<file path="src/rtl/flash_seq_pkg.sv">
package flash_seq_pkg;

    typedef enum logic [2:0] {
        OP_BLK_ERASE  = 3'd0,
        OP_CHIP_ERASE = 3'd1,
        OP_WORD_PROG  = 3'd2,
        OP_LOCK_SET   = 3'd3,
        OP_LOCK_CLR   = 3'd4,
        OP_BUF_PROG   = 3'd5
    } op_e;

    typedef enum logic [2:0] {
        ERR_NONE     = 3'd0,
        ERR_SUPPLY   = 3'd1,
        ERR_PROTECT  = 3'd2,
        ERR_SEQUENCE = 3'd3,
        ERR_ERASE    = 3'd4,
        ERR_PROGRAM  = 3'd5
    } err_e;

    typedef enum logic [3:0] {
        S_IDLE, S_PRE_CMD, S_PRE_RD, S_SETUP, S_SECOND,
        S_XSR_CMD, S_XSR_RD, S_COUNT, S_BUF, S_CONFIRM,
        S_POST_RD, S_CLR, S_ARRAY, S_DONE
    } seq_state_e;

    localparam logic [7:0] CMD_STATUS  = 8'h70;
    localparam logic [7:0] CMD_CLRSTAT = 8'h50;
    localparam logic [7:0] CMD_ARRAY   = 8'hFF;
    localparam logic [7:0] CMD_BERASE  = 8'h20;
    localparam logic [7:0] CMD_CERASE  = 8'h30;
    localparam logic [7:0] CMD_PROG    = 8'h40;
    localparam logic [7:0] CMD_LOCK    = 8'h60;
    localparam logic [7:0] CMD_LSET    = 8'h01;
    localparam logic [7:0] CMD_CONFIRM = 8'hD0;
    localparam logic [7:0] CMD_BUFLOAD = 8'hE8;

    function automatic logic op_known(input logic [2:0] code);
        return code <= 3'd5;
    endfunction

    function automatic logic [7:0] first_cmd(input op_e op);
        case (op)
            OP_BLK_ERASE:  return CMD_BERASE;
            OP_CHIP_ERASE: return CMD_CERASE;
            OP_WORD_PROG:  return CMD_PROG;
            default:       return CMD_LOCK;
        endcase
    endfunction

    function automatic logic [7:0] second_cmd(input op_e op);
        return (op == OP_LOCK_SET) ? CMD_LSET : CMD_CONFIRM;
    endfunction

endpackage

</file>
<file path="src/rtl/flash_status_decode.sv">
module flash_status_decode
    import flash_seq_pkg::*;
(
    input  logic [3:0] flags,   // {bit5, bit4, bit3, bit1} of the status byte
    output err_e       err
);
    logic b5, b4, b3, b1;
    assign {b5, b4, b3, b1} = flags;

    always_comb begin
        if (b3)            err = ERR_SUPPLY;
        else if (b1)       err = ERR_PROTECT;
        else if (b5 && b4) err = ERR_SEQUENCE;
        else if (b5)       err = ERR_ERASE;
        else if (b4)       err = ERR_PROGRAM;
        else               err = ERR_NONE;
    end
endmodule

</file>
<file path="src/rtl/flash_bus_cycle.sv">
module flash_bus_cycle #(
    parameter int AW      = 22,
    parameter int DW      = 16,
    parameter int T_SETUP = 2,
    parameter int T_PULSE = 3,
    parameter int T_HOLD  = 1
) (
    input  logic          clk,
    input  logic          rst_n,
    input  logic          start,
    input  logic          rd,
    input  logic [AW-1:0] addr,
    input  logic [DW-1:0] wdata,
    output logic          done,
    output logic [DW-1:0] rdata,
    output logic [AW-1:0] fl_addr,
    output logic [DW-1:0] fl_dout,
    input  logic [DW-1:0] fl_din,
    output logic          fl_dq_oe,
    output logic          fl_ce_n,
    output logic          fl_we_n,
    output logic          fl_oe_n
);
    localparam int TMAX = (T_SETUP > T_PULSE) ? ((T_SETUP > T_HOLD) ? T_SETUP : T_HOLD)
                                              : ((T_PULSE > T_HOLD) ? T_PULSE : T_HOLD);
    localparam int TW   = $clog2(TMAX + 1);

    typedef enum logic [1:0] {PH_IDLE, PH_SETUP, PH_PULSE, PH_HOLD} phase_e;

    typedef struct packed {
        phase_e        phase;
        logic [TW-1:0] cnt;
        logic          rd;
        logic [AW-1:0] addr;
        logic [DW-1:0] wdata;
        logic [DW-1:0] rdata;
        logic          done;
        logic          ce_n;
        logic          we_n;
        logic          oe_n;
        logic          dq_oe;
    } bus_s;

    bus_s bus_d, bus_q;

    always_comb begin
        bus_d      = bus_q;
        bus_d.done = 1'b0;
        case (bus_q.phase)
            PH_IDLE: begin
                if (start) begin
                    bus_d.phase = PH_SETUP;
                    bus_d.cnt   = TW'(T_SETUP - 1);
                    bus_d.rd    = rd;
                    bus_d.addr  = addr;
                    bus_d.wdata = wdata;
                    bus_d.ce_n  = 1'b0;
                    bus_d.dq_oe = !rd;
                end
            end
            PH_SETUP: begin
                if (bus_q.cnt == '0) begin
                    bus_d.phase = PH_PULSE;
                    bus_d.cnt   = TW'(T_PULSE - 1);
                    if (bus_q.rd) bus_d.oe_n = 1'b0;
                    else          bus_d.we_n = 1'b0;
                end else begin
                    bus_d.cnt = bus_q.cnt - 1'b1;
                end
            end
            PH_PULSE: begin
                if (bus_q.cnt == '0) begin
                    bus_d.phase = PH_HOLD;
                    bus_d.cnt   = TW'(T_HOLD - 1);
                    bus_d.we_n  = 1'b1;
                    bus_d.oe_n  = 1'b1;
                    if (bus_q.rd) bus_d.rdata = fl_din;
                end else begin
                    bus_d.cnt = bus_q.cnt - 1'b1;
                end
            end
            default: begin
                if (bus_q.cnt == '0) begin
                    bus_d.phase = PH_IDLE;
                    bus_d.ce_n  = 1'b1;
                    bus_d.dq_oe = 1'b0;
                    bus_d.done  = 1'b1;
                end else begin
                    bus_d.cnt = bus_q.cnt - 1'b1;
                end
            end
        endcase
    end

    always_ff @(posedge clk or negedge rst_n) begin
        if (!rst_n) begin
            bus_q       <= '0;
            bus_q.phase <= PH_IDLE;
            bus_q.ce_n  <= 1'b1;
            bus_q.we_n  <= 1'b1;
            bus_q.oe_n  <= 1'b1;
        end else begin
            bus_q <= bus_d;
        end
    end

    assign done     = bus_q.done;
    assign rdata    = bus_q.rdata;
    assign fl_addr  = bus_q.addr;
    assign fl_dout  = bus_q.wdata;
    assign fl_dq_oe = bus_q.dq_oe;
    assign fl_ce_n  = bus_q.ce_n;
    assign fl_we_n  = bus_q.we_n;
    assign fl_oe_n  = bus_q.oe_n;

    // Strobe-width monitor for the checks below
    logic          strobe;
    logic [TW:0]   stb_cnt_q;
    assign strobe = !bus_q.we_n || !bus_q.oe_n;

    always_ff @(posedge clk or negedge rst_n) begin
        if (!rst_n)      stb_cnt_q <= '0;
        else if (strobe) stb_cnt_q <= stb_cnt_q + 1'b1;
        else             stb_cnt_q <= '0;
    end


    strobe_excl_chk: assert property (@(posedge clk) disable iff (!rst_n)
        !(!fl_we_n && !fl_oe_n));

    strobe_in_select_chk: assert property (@(posedge clk) disable iff (!rst_n)
        strobe |-> !fl_ce_n);

    write_drive_chk: assert property (@(posedge clk) disable iff (!rst_n)
        !fl_we_n |-> fl_dq_oe);

    pulse_width_chk: assert property (@(posedge clk) disable iff (!rst_n)
        (!strobe && stb_cnt_q != '0) |-> (stb_cnt_q == (TW+1)'(T_PULSE)));
endmodule

</file>
<file path="src/rtl/flash_seq_ctrl.sv">
module flash_seq_ctrl
    import flash_seq_pkg::*;
#(
    parameter  int AW        = 22,
    parameter  int DW        = 16,
    parameter  int MAX_WORDS = 16,
    parameter  int T_SETUP   = 2,
    parameter  int T_PULSE   = 3,
    parameter  int T_HOLD    = 1,
    localparam int CW        = $clog2(MAX_WORDS + 1)
) (
    input  logic          clk,
    input  logic          rst_n,
    input  logic          req_valid,
    input  logic [2:0]    req_op,
    input  logic [AW-1:0] req_addr,
    input  logic [DW-1:0] req_data,
    input  logic [CW-1:0] req_count,
    output logic [CW-1:0] buf_index,
    input  logic [DW-1:0] buf_word,
    output logic          busy,
    output logic          done,
    output logic [2:0]    err_code,
    output logic [AW-1:0] fl_addr,
    output logic [DW-1:0] fl_dout,
    input  logic [DW-1:0] fl_din,
    output logic          fl_dq_oe,
    output logic          fl_ce_n,
    output logic          fl_we_n,
    output logic          fl_oe_n
);
    typedef struct packed {
        seq_state_e    state;
        logic          launch;
        op_e           op;
        logic [AW-1:0] addr;
        logic [DW-1:0] data;
        logic [CW-1:0] count;
        logic [CW-1:0] idx;
        err_e          err;
    } ctl_s;

    ctl_s ctl_d, ctl_q;

    logic          bus_rd;
    logic [AW-1:0] bus_addr;
    logic [DW-1:0] bus_wdata;
    logic          bus_done;
    logic [DW-1:0] bus_rdata;
    err_e          dec_err;
    logic          req_ok;
    logic          ready_bit;
    logic [CW-1:0] idx_next;
    logic          unused_bits;

    assign ready_bit   = bus_rdata[7];
    assign unused_bits = ^{bus_rdata[DW-1:8], bus_rdata[6], bus_rdata[2], bus_rdata[0]};
    assign idx_next    = ctl_q.idx + 1'b1;
    assign req_ok      = op_known(req_op) &&
                         ((req_op != OP_BUF_PROG) ||
                          (req_count != '0 && req_count <= CW'(MAX_WORDS)));

    flash_status_decode u_dec (
        .flags ({bus_rdata[5], bus_rdata[4], bus_rdata[3], bus_rdata[1]}),
        .err   (dec_err)
    );

    flash_bus_cycle #(
        .AW(AW), .DW(DW), .T_SETUP(T_SETUP), .T_PULSE(T_PULSE), .T_HOLD(T_HOLD)
    ) u_bus (
        .clk      (clk),
        .rst_n    (rst_n),
        .start    (ctl_q.launch),
        .rd       (bus_rd),
        .addr     (bus_addr),
        .wdata    (bus_wdata),
        .done     (bus_done),
        .rdata    (bus_rdata),
        .fl_addr  (fl_addr),
        .fl_dout  (fl_dout),
        .fl_din   (fl_din),
        .fl_dq_oe (fl_dq_oe),
        .fl_ce_n  (fl_ce_n),
        .fl_we_n  (fl_we_n),
        .fl_oe_n  (fl_oe_n)
    );

    // Bus cycle contents per state
    always_comb begin
        bus_rd    = 1'b0;
        bus_addr  = ctl_q.addr;
        bus_wdata = DW'(CMD_STATUS);
        case (ctl_q.state)
            S_PRE_RD, S_XSR_RD, S_POST_RD: bus_rd = 1'b1;
            S_SETUP:   bus_wdata = DW'(first_cmd(ctl_q.op));
            S_SECOND:  bus_wdata = (ctl_q.op == OP_WORD_PROG) ? ctl_q.data
                                                              : DW'(second_cmd(ctl_q.op));
            S_XSR_CMD: bus_wdata = DW'(CMD_BUFLOAD);
            S_COUNT:   bus_wdata = DW'(ctl_q.count) - DW'(1);
            S_BUF: begin
                bus_addr  = ctl_q.addr + AW'(ctl_q.idx);
                bus_wdata = buf_word;
            end
            S_CONFIRM: bus_wdata = DW'(CMD_CONFIRM);
            S_CLR:     bus_wdata = DW'(CMD_CLRSTAT);
            S_ARRAY:   bus_wdata = DW'(CMD_ARRAY);
            default:   bus_wdata = DW'(CMD_STATUS);
        endcase
    end

    // Sequencing
    always_comb begin
        ctl_d        = ctl_q;
        ctl_d.launch = 1'b0;
        case (ctl_q.state)
            S_IDLE: begin
                if (req_valid && req_ok) begin
                    ctl_d.state  = S_PRE_CMD;
                    ctl_d.launch = 1'b1;
                    ctl_d.op     = op_e'(req_op);
                    ctl_d.addr   = req_addr;
                    ctl_d.data   = req_data;
                    ctl_d.count  = req_count;
                    ctl_d.idx    = '0;
                    ctl_d.err    = ERR_NONE;
                end
            end
            S_PRE_CMD: if (bus_done) begin
                ctl_d.state  = S_PRE_RD;
                ctl_d.launch = 1'b1;
            end
            S_PRE_RD: if (bus_done) begin
                ctl_d.launch = 1'b1;
                if (ready_bit)
                    ctl_d.state = (ctl_q.op == OP_BUF_PROG) ? S_XSR_CMD : S_SETUP;
            end
            S_SETUP: if (bus_done) begin
                ctl_d.state  = S_SECOND;
                ctl_d.launch = 1'b1;
            end
            S_SECOND: if (bus_done) begin
                ctl_d.state  = S_POST_RD;
                ctl_d.launch = 1'b1;
            end
            S_XSR_CMD: if (bus_done) begin
                ctl_d.state  = S_XSR_RD;
                ctl_d.launch = 1'b1;
            end
            S_XSR_RD: if (bus_done) begin
                ctl_d.state  = ready_bit ? S_COUNT : S_XSR_CMD;
                ctl_d.launch = 1'b1;
            end
            S_COUNT: if (bus_done) begin
                ctl_d.state  = S_BUF;
                ctl_d.idx    = '0;
                ctl_d.launch = 1'b1;
            end
            S_BUF: if (bus_done) begin
                ctl_d.launch = 1'b1;
                if (idx_next == ctl_q.count) ctl_d.state = S_CONFIRM;
                else                         ctl_d.idx   = idx_next;
            end
            S_CONFIRM: if (bus_done) begin
                ctl_d.state  = S_POST_RD;
                ctl_d.launch = 1'b1;
            end
            S_POST_RD: if (bus_done) begin
                if (ready_bit) begin
                    ctl_d.err = dec_err;
                    if (dec_err != ERR_NONE) begin
                        ctl_d.state  = S_CLR;
                        ctl_d.launch = 1'b1;
                    end else begin
                        ctl_d.state = S_DONE;
                    end
                end else begin
                    ctl_d.launch = 1'b1;
                end
            end
            S_CLR: if (bus_done) begin
                ctl_d.state  = S_ARRAY;
                ctl_d.launch = 1'b1;
            end
            S_ARRAY: if (bus_done) ctl_d.state = S_DONE;
            default: ctl_d.state = S_IDLE;
        endcase
    end

    always_ff @(posedge clk or negedge rst_n) begin
        if (!rst_n) begin
            ctl_q       <= '0;
            ctl_q.state <= S_IDLE;
            ctl_q.op    <= OP_BLK_ERASE;
            ctl_q.err   <= ERR_NONE;
        end else begin
            ctl_q <= ctl_d;
        end
    end

    assign busy      = ctl_q.state != S_IDLE;
    assign done      = ctl_q.state == S_DONE;
    assign err_code  = ctl_q.err;
    assign buf_index = ctl_q.idx;


    done_pulse_chk: assert property (@(posedge clk) disable iff (!rst_n)
        done |=> !done);

    idle_quiet_chk: assert property (@(posedge clk) disable iff (!rst_n)
        !busy |-> fl_ce_n);

    accept_from_req_chk: assert property (@(posedge clk) disable iff (!rst_n)
        $rose(busy) |-> $past(req_valid));

    post_poll_read_only_chk: assert property (@(posedge clk) disable iff (!rst_n)
        (ctl_q.state == S_POST_RD) |-> fl_we_n);

    err_recover_chk: assert property (@(posedge clk) disable iff (!rst_n)
        (done && err_code != ERR_NONE) |-> ($past(ctl_q.state) == S_ARRAY));
endmodule

</file>
<file path="config.mk">
export PLATFORM = sky130hd
export DESIGN_NAME = flash_seq_ctrl
export DESIGN_NICKNAME = d
export VERILOG_FILES = /design/src/rtl/flash_seq_pkg.sv /design/src/rtl/flash_status_decode.sv /design/src/rtl/flash_bus_cycle.sv /design/src/rtl/flash_seq_ctrl.sv
export SDC_FILE = /design/constraint.sdc
export NUM_CORES = 1
export LEC_CHECK = 0
export BUFFER_PORTS_ARGS = -buffer_cell sky130_fd_sc_hd__clkbuf_2
export CAP_MARGIN = 40
export CELL_PAD_IN_SITES_DETAIL_PLACEMENT = 0
export CELL_PAD_IN_SITES_GLOBAL_PLACEMENT = 2
export CORE_MARGIN = 4
export CORE_UTILIZATION = 37
export CTS_CLUSTER_SIZE = 28
export DETAILED_ROUTE_END_ITERATION = 12
export GPL_ROUTABILITY_DRIVEN = 0
export HOLD_SLACK_MARGIN = 0.08
export PLACE_DENSITY = 0.95
export SETUP_SLACK_MARGIN = 0.3
export SYNTH_ARGS = -nofsm -noshare
export SYNTH_HDL_FRONTEND = slang
export SYNTH_SLANG_ARGS = --single-unit
</file>
<file path="constraint.sdc">
create_clock -name clk -period 4.6 [get_ports clk]
set_input_delay 0.23 -clock clk [delete_from_list [all_inputs] [get_ports clk]]
set_output_delay 0.23 -clock clk [all_outputs]
set_load 0.05 [all_outputs]
</file>
==> results of run 1 <==
-- cell type report --
cell class / instances / area [µm²]
fillers: 1743 / 9910
multi-input cells: 451 / 3100
flip-flops and latches: 112 / 2810
repair buffers: 133 / 721
well taps: 225 / 282
clock buffers: 9 / 225
clock inverters: 7 / 70.1
inverters: 18 / 67.6
-- power groups by stage --
stage               clock network (mW)  registers, mW  logic, mW
floorplan                            0           1.01    0.00882
global placement                     0           1.01     0.0649
detailed placement                   0           1.01     0.0684
CTS                              0.799          0.989     0.0694
global route                     0.846          0.989     0.0762
finish                           0.780          0.989     0.0671
-- flip-flops by register name, indices dropped and copies added, names as in the netlist --
register / cells
err_code: 3
u_bus.fl_we_n: 1
u_bus.bus_q: 5
u_bus.done: 1
u_bus.fl_dout: 16
u_bus.fl_oe_n: 1
u_bus.fl_addr: 22
buf_index: 5
ctl_q: 51
u_bus.fl_dq_oe: 1
u_bus.rdata: 5
u_bus.fl_ce_n: 1
-- cell families (layout without fill, tap and decap cells) --
family / Yosys count / in the layout
XOR/XNOR: 12 / 12
AO/OA/AOI/OAI: 168 / 168
flip-flops: 112 / 112
adder cells (fa/ha/maj): 18 / 18
AND/OR/NAND/NOR: 195 / 195
multiplexers: 58 / 58
buffers and inverters: 101 / 167
-- layout by cell type, fill, tap and decap left out, types with 3 or more instances in the layout --
master	instances
nand2_1	56
a21o_1	5
and3_1	4
or3_1	8
a21oi_1	25
o31ai_1	13
nor3_1	8
nand2b_1	8
nand4_1	3
xnor2_1	8
xor2_1	4
and2_1	3
clkbuf_16	9
nor2b_1	6
dfstp_2	3
o21ai_0	35
ha_1	17
o311ai_0	3
inv_1	17
a31oi_1	26
o22ai_1	5
o211ai_1	4
nor3b_1	3
clkbuf_2	120
a221oi_1	9
nand3_1	19
and3b_1	3
mux2_2	54
mux2i_1	3
or4_1	13
o21ai_1	11
nor2_1	49
buf_4	11
dfrtp_1	109
a211oi_1	8
-- cells in the mapped netlist (4+ instances only) --
cell type	instances	area (µm²)
nand2b_1	8	50.1
a21oi_1	25	125
buf_4	46	345
nor2_1	49	184
nand2_1	56	210
ha_1	17	213
a21o_1	5	37.5
and3_1	4	25.0
dfrtp_1	109	2730
a221oi_1	9	78.8
o22ai_1	5	31.3
o211ai_1	4	30.0
mux2_2	54	608
buf_2	8	40.0
nand3_1	19	95.1
inv_1	17	63.8
o21ai_0	35	175
nor3_1	8	40.0
o31ai_1	13	97.6
xor2_1	4	35.0
clkbuf_1	26	97.6
or3_1	8	50.1
a31oi_1	26	163
nor2b_1	6	37.5
xnor2_1	8	70.1
a211oi_1	8	60.1
o21ai_1	11	55.1
or4_1	13	97.6
-- through the flow --
stage / area (µm²) / instances / setup slack (ns)
2_1_floorplan: 6450 / 664 / 2.30
3_3_place_gp: 6920 / 934 / 1.52
3_5_place_dp: 6970 / 938 / 1.41
4_1_cts: 7270 / 955 / 1.43
5_1_grt: 7270 / 955 / 1.20
6_report: 7270 / 955 / 1.42
-- worst paths after layout --
check,startpoint,end,slack (ns)
worst max-delay path,ctl_q[58],err_code[2],1.42
worst min-delay path,req_addr[14],ctl_q[43],0.09
worst max register to register,ctl_q[58],err_code[2],1.42
worst min register to register,u_bus.fl_dout[2],u_bus.fl_dout[2],0.48
max in group asynchronous,rst_n,u_bus.fl_oe_n,3.50
min in group asynchronous,rst_n,ctl_q[25],0.27
-- routing by layer --
| metal | routed length [µm] | part of all wire (%) | track usage, % |
|---|---|---|---|
| met1 | 6980 | 44 | 21.4 |
| met2 | 7790 | 50 | 27.6 |
| met3 | 689 | 4.4 | 3.45 |
| met4 | 228 | 1.5 | 4.39 |
| met5 | 0 | 0 | 0 |
==> metrics.csv, run 1 <==
metric,value,unit
status,finished clean,
power_frac_clock,42.5,%
clk_pin_slew,0.08,ns
holdWs,0.0942,ns
wl_per_cell,16.4,µm
cts_hold_buf,1,
cts.sinks,112,
drive_gt1_share,28.8,%
maxSlewHeadroom,41.8,%
ys_seq_area_share,43.5,%
io_buffer_count,121,
hold_violations,0,
critPathKind,reg -> reg,
timing.setup.tns,0,ns
hold_class,in -> reg,
synthXorXnorAreaFrac,1.63,%
wirelength,15.7,mm
synth-compound-area-share,17.1,%
diodes,0,
p_switching,0.438,mW
critPathMaxFanout,32,
end_kind,register,
yosys-mux-area-fraction,10.1,%
rows,48,
path_cells,nor4_2 > o2111ai_4 > buf_4 > a2111o_1 > o21ai_1,
p_int,1.40,mW
fin_util,42.3,%
ant_nets,0,
worstHoldPathCells,2,
setup_viol,0,
synth_fa_ha_area_share,3.61,%
htree_levels,3,
syn_area,0.00645,mm²
reg2regPathDepth,5,
peakVddDrop,0.000169,V
core,0.0172,mm²
slew_violations,0,
critical-path-slowest-cell,nor4_2,
io_pins,133,
path_depth,5,
swShare,23.8,%
start_util,37.6,%
firstDrtPassIters,5,
design.die.area,0.0196,mm²
die_w,140,µm
sequentialPowerShare,53.9,%
rsz0062_at_grt,false,
cts_resized,0,
grt_max_degree,58,
cts_tree,yes,
cts_setup_buffers,0,
finalCriticalPeriod,3.18,ns
syn-num-nets,763,
fmax,0.315,GHz
track_usage,16.4,%
remaining_drc_errors,0,
power.leakage,3.42,nW
synth_cell_types,64,
synth_top_family_by_area,compound AO/OA/AOI/OAI gates,
ys_ff_latch,112,
worst_slew_pin_slew,0.872,ns
critPathMaxStageDelay,0.74,ns
first_global_vias,4910,
grt_pass1_wl,26.1,mm
cellPowerDensity,252,mW/mm²
path_buf_inv,1,
fin_crit_sh,69.1,%
critical-path-top-delay-family,compound AO/OA/AOI/OAI gates,
clockBufferDepth,2,
skew,0.0122,ns
final_nets,824,
cp-start-kind,register,
crit_arrival,3.47,ns
cap_violations,0,
total_power,1.84,mW
synth.avg_cell_area,9.71,µm²
area_growth,12.7,%
p_comb_share,3.7,%
die_y,140,µm
cts_buffers,9,
vias,5137,
synth-main-ff-cell,dfrtp_1,
insertion_delay,0.36,ns
overflow,0,
antenna_found_initial,0,
avgViaCountPerCell,5.38,
async_flop_share,100,%
synth_edf_count,0,
yosysWarnings,0,
cp.required,4.89,ns
place_hpwl,11.4,mm
synth_cells,664,
drt_iter0_drc,292,
root_buffer,clkbuf_16,
yosys.area_share.simple,15.4,%
No activity file was read; power rests on OpenSTA's default activity.
==> run 2: changes to the inputs <==
--- a/config.mk
+++ b/config.mk
@@ -10,12 +10,12 @@
 export CELL_PAD_IN_SITES_DETAIL_PLACEMENT = 0
 export CELL_PAD_IN_SITES_GLOBAL_PLACEMENT = 2
 export CORE_MARGIN = 4
-export CORE_UTILIZATION = 37
+export CORE_UTILIZATION = 31
 export CTS_CLUSTER_SIZE = 28
 export DETAILED_ROUTE_END_ITERATION = 12
 export GPL_ROUTABILITY_DRIVEN = 0
 export HOLD_SLACK_MARGIN = 0.08
-export PLACE_DENSITY = 0.95
+export PLACE_DENSITY = 0.89
 export SETUP_SLACK_MARGIN = 0.3
 export SYNTH_ARGS = -nofsm -noshare
 export SYNTH_HDL_FRONTEND = slang
==> constraint.sdc (replaced) <==
create_clock -name clk -period 2.9 [get_ports clk]
set_input_delay 0.145 -clock clk [delete_from_list [all_inputs] [get_ports clk]]
set_output_delay 0.145 -clock clk [all_outputs]
set_load 0.05 [all_outputs]
==> run 2 against run 1 <==
Net effect:
- clock skew up 0.0012 ns
- critical path type unchanged
- highest routed layer is now met5
- largest cell class unchanged
- largest power group unchanged
- setup slack worse by 0.90 ns
- via count up 2.7%
==> metrics.csv, run 2 (synthesis gave the netlist of run 1 again) <==
metric,value,unit,change
final_common_cell,clkbuf_2,,
io_pins,133,,unchanged
cellPowerDensity,377,mW/mm²,+49%
swShare,24.3,%,+0.50 points
first_global_vias,5226,,+6.4%
overflow,0,,unchanged
drive_gt1_share,27.7,%,-1.1 points
power_frac_clock,42.1,%,-0.4 points
skew,0.0134,ns,+0.00117 ns
final_cell_mix,"120 x clkbuf_2, 109 x dfrtp_1, 58 x dlygate4sd3_1",,
cts_resized,0,,unchanged
drt_iter0_drc,418,,+43%
grt_pass1_wl,28.6,mm,+9.7%
cp.required,3.14,ns,-1.75 ns
cts_hold_buf,58,,+57
fmax,0.421,GHz,+34%
cap_violations,0,,unchanged
rows,52,,+8.3%
remaining_drc_errors,0,,unchanged
track_usage,15.1,%,-1.3 points
critPathMaxFanout,6,,-81%
die_y,152,µm,+8.7%
largest_reg_flops,51,,unchanged
hold_class,in -> reg,,
holdWs,0.0967,ns,+0.00243 ns
root_buffer,clkbuf_16,,
final_nets,892,,+8.3%
peakVddDrop,0.000207,V,+22%
cts.sinks,112,,unchanged
p_switching,0.731,mW,+67%
placed_cell_area,0.00710,mm²,+1.9%
io_buffer_count,121,,unchanged
cts_tree,yes,,
insertion_delay,0.36,ns,about the same
timing.setup.tns,0,ns,unchanged
firstDrtPassIters,4,,-1
hold_violations,0,,unchanged
place_hpwl,12.4,mm,+9.0%
cts_setup_buffers,0,,unchanged
antenna_found_initial,1,,+1
power.leakage,3.71,nW,+8.5%
design.die.area,0.0232,mm²,+18%
core,0.0204,mm²,+19%
finalCriticalPeriod,2.38,ns,-0.803 ns
avgViaCountPerCell,4.94,,-8.1%
clk_pin_slew,0.08,ns,about the same
worst_slew_pin_slew,0.667,ns,-0.205 ns
vias,5278,,+2.7%
htree_levels,3,,unchanged
area_growth,23.6,%,
slew_violations,0,,unchanged
diodes,0,,unchanged
status,finished clean,,
sequentialPowerShare,52.2,%,-1.7 points
finalInstanceArea,0.00797,mm²,+9.7%
grt_max_degree,63,,+8.6%
p_int,2.27,mW,+63%
ant_nets,0,,unchanged
fin_crit_sh,81.9,%,+13 points
n_fill_cell,2054,,+18%
multi_input_area,0.00310,mm²,unchanged
cp-start-kind,register,,
largest_register,ctl_q,,
start_util,31.7,%,-5.9 points
die_w,152,µm,+8.7%
setup_viol,0,,unchanged
p_comb_share,5.6,%,+1.9 points
clockBufferDepth,2,,unchanged
rsz0062_at_grt,false,,
cts_buffers,9,,unchanged
layout.area.seq,0.00281,mm²,unchanged
maxSlewHeadroom,55.4,%,+14 points
crit_arrival,2.62,ns,-0.85 ns
wirelength,17.2,mm,+9.8%
critPathKind,reg -> reg,,
end_kind,register,,
wl_per_cell,16.1,µm,-1.8%
-- run 2: cell count changes in the layout (fill, tap and decap cells not counted) --
cell           previous run  this run
inv_6                     2         4
clkinvlp_4                1         0
clkinv_4                  2         1
buf_12                    0         1
buf_4                    11        22
buf_16                    1         0
dlygate4sd3_1             1        58
-- run 2: stage by stage --
| step | util [%] | power, mW | worst slack, ns | instances |
|---|---|---|---|---|
| finish | 39.2 | 3.00 | 0.524 | 1068 |
| global route | 39.2 | 3.14 | 0.372 | 1068 |
| CTS | 39.2 | 3.05 | 0.533 | 1068 |
| detailed placement | 34.8 | 1.71 | 0.559 | 994 |
| global placement | 34.8 | 1.71 | 0.585 | 994 |
| floorplan | - | 1.61 | 0.595 | 664 |
-- run 2: layer usage --
metal / routed length, µm / GRT usage (%) / up-vias / part of all wire (%)
li1: - / - / 2644 / -
met3: 792 / 3.12 / 17 / 4.6
met5: 8 / 0 / - / 0.046
met2: 7690 / 23.0 / 115 / 45
met1: 8400 / 21.4 / 2500 / 49
met4: 337 / 5.18 / 2 / 2.0
-- run 2: path summary, 6_finish.rpt --
path / start / end / slack, ns / cells after the start
worst min register to register: u_bus.fl_dout[9] / u_bus.fl_dout[9] / 0.49 / 2
worst max-delay path: buf_index[1] / ctl_q[56] / 0.52 / 6
min in group asynchronous: rst_n / u_bus.rdata[4] / 0.33 / 2
worst max register to register: buf_index[1] / ctl_q[56] / 0.52 / 6
max in group asynchronous: rst_n / ctl_q[33] / 1.82 / 3
worst min-delay path: buf_word[8] / u_bus.fl_dout[8] / 0.1 / 3
-- run 2: area by class of cell --
type                    count  share of cell area [%]
repair buffers            201                    17.1
inverters                  18                   0.847
clock buffers               9                    2.82
clock inverters             7                   0.894
flip-flops and latches    112                    35.2
well taps                 270                    4.24
multi-input cells         451                    38.9
-- run 2: worst max-delay path, stage by stage, from the launching register on --
cell,delay (ns)
dfrtp_1,0.48
ha_1,0.29
nand4b_1,0.12
a211oi_1,0.30
o311ai_0,0.26
a221o_1,0.46
mux2_1,0.34
-- run 2: power by group through the flow --
stage,logic (mW),registers [mW],clock network [mW]
floorplan,0.0140,1.60,0
global placement,0.108,1.60,0
detailed placement,0.109,1.60,0
CTS,0.173,1.57,1.31
global route,0.189,1.57,1.38
finish,0.169,1.57,1.27
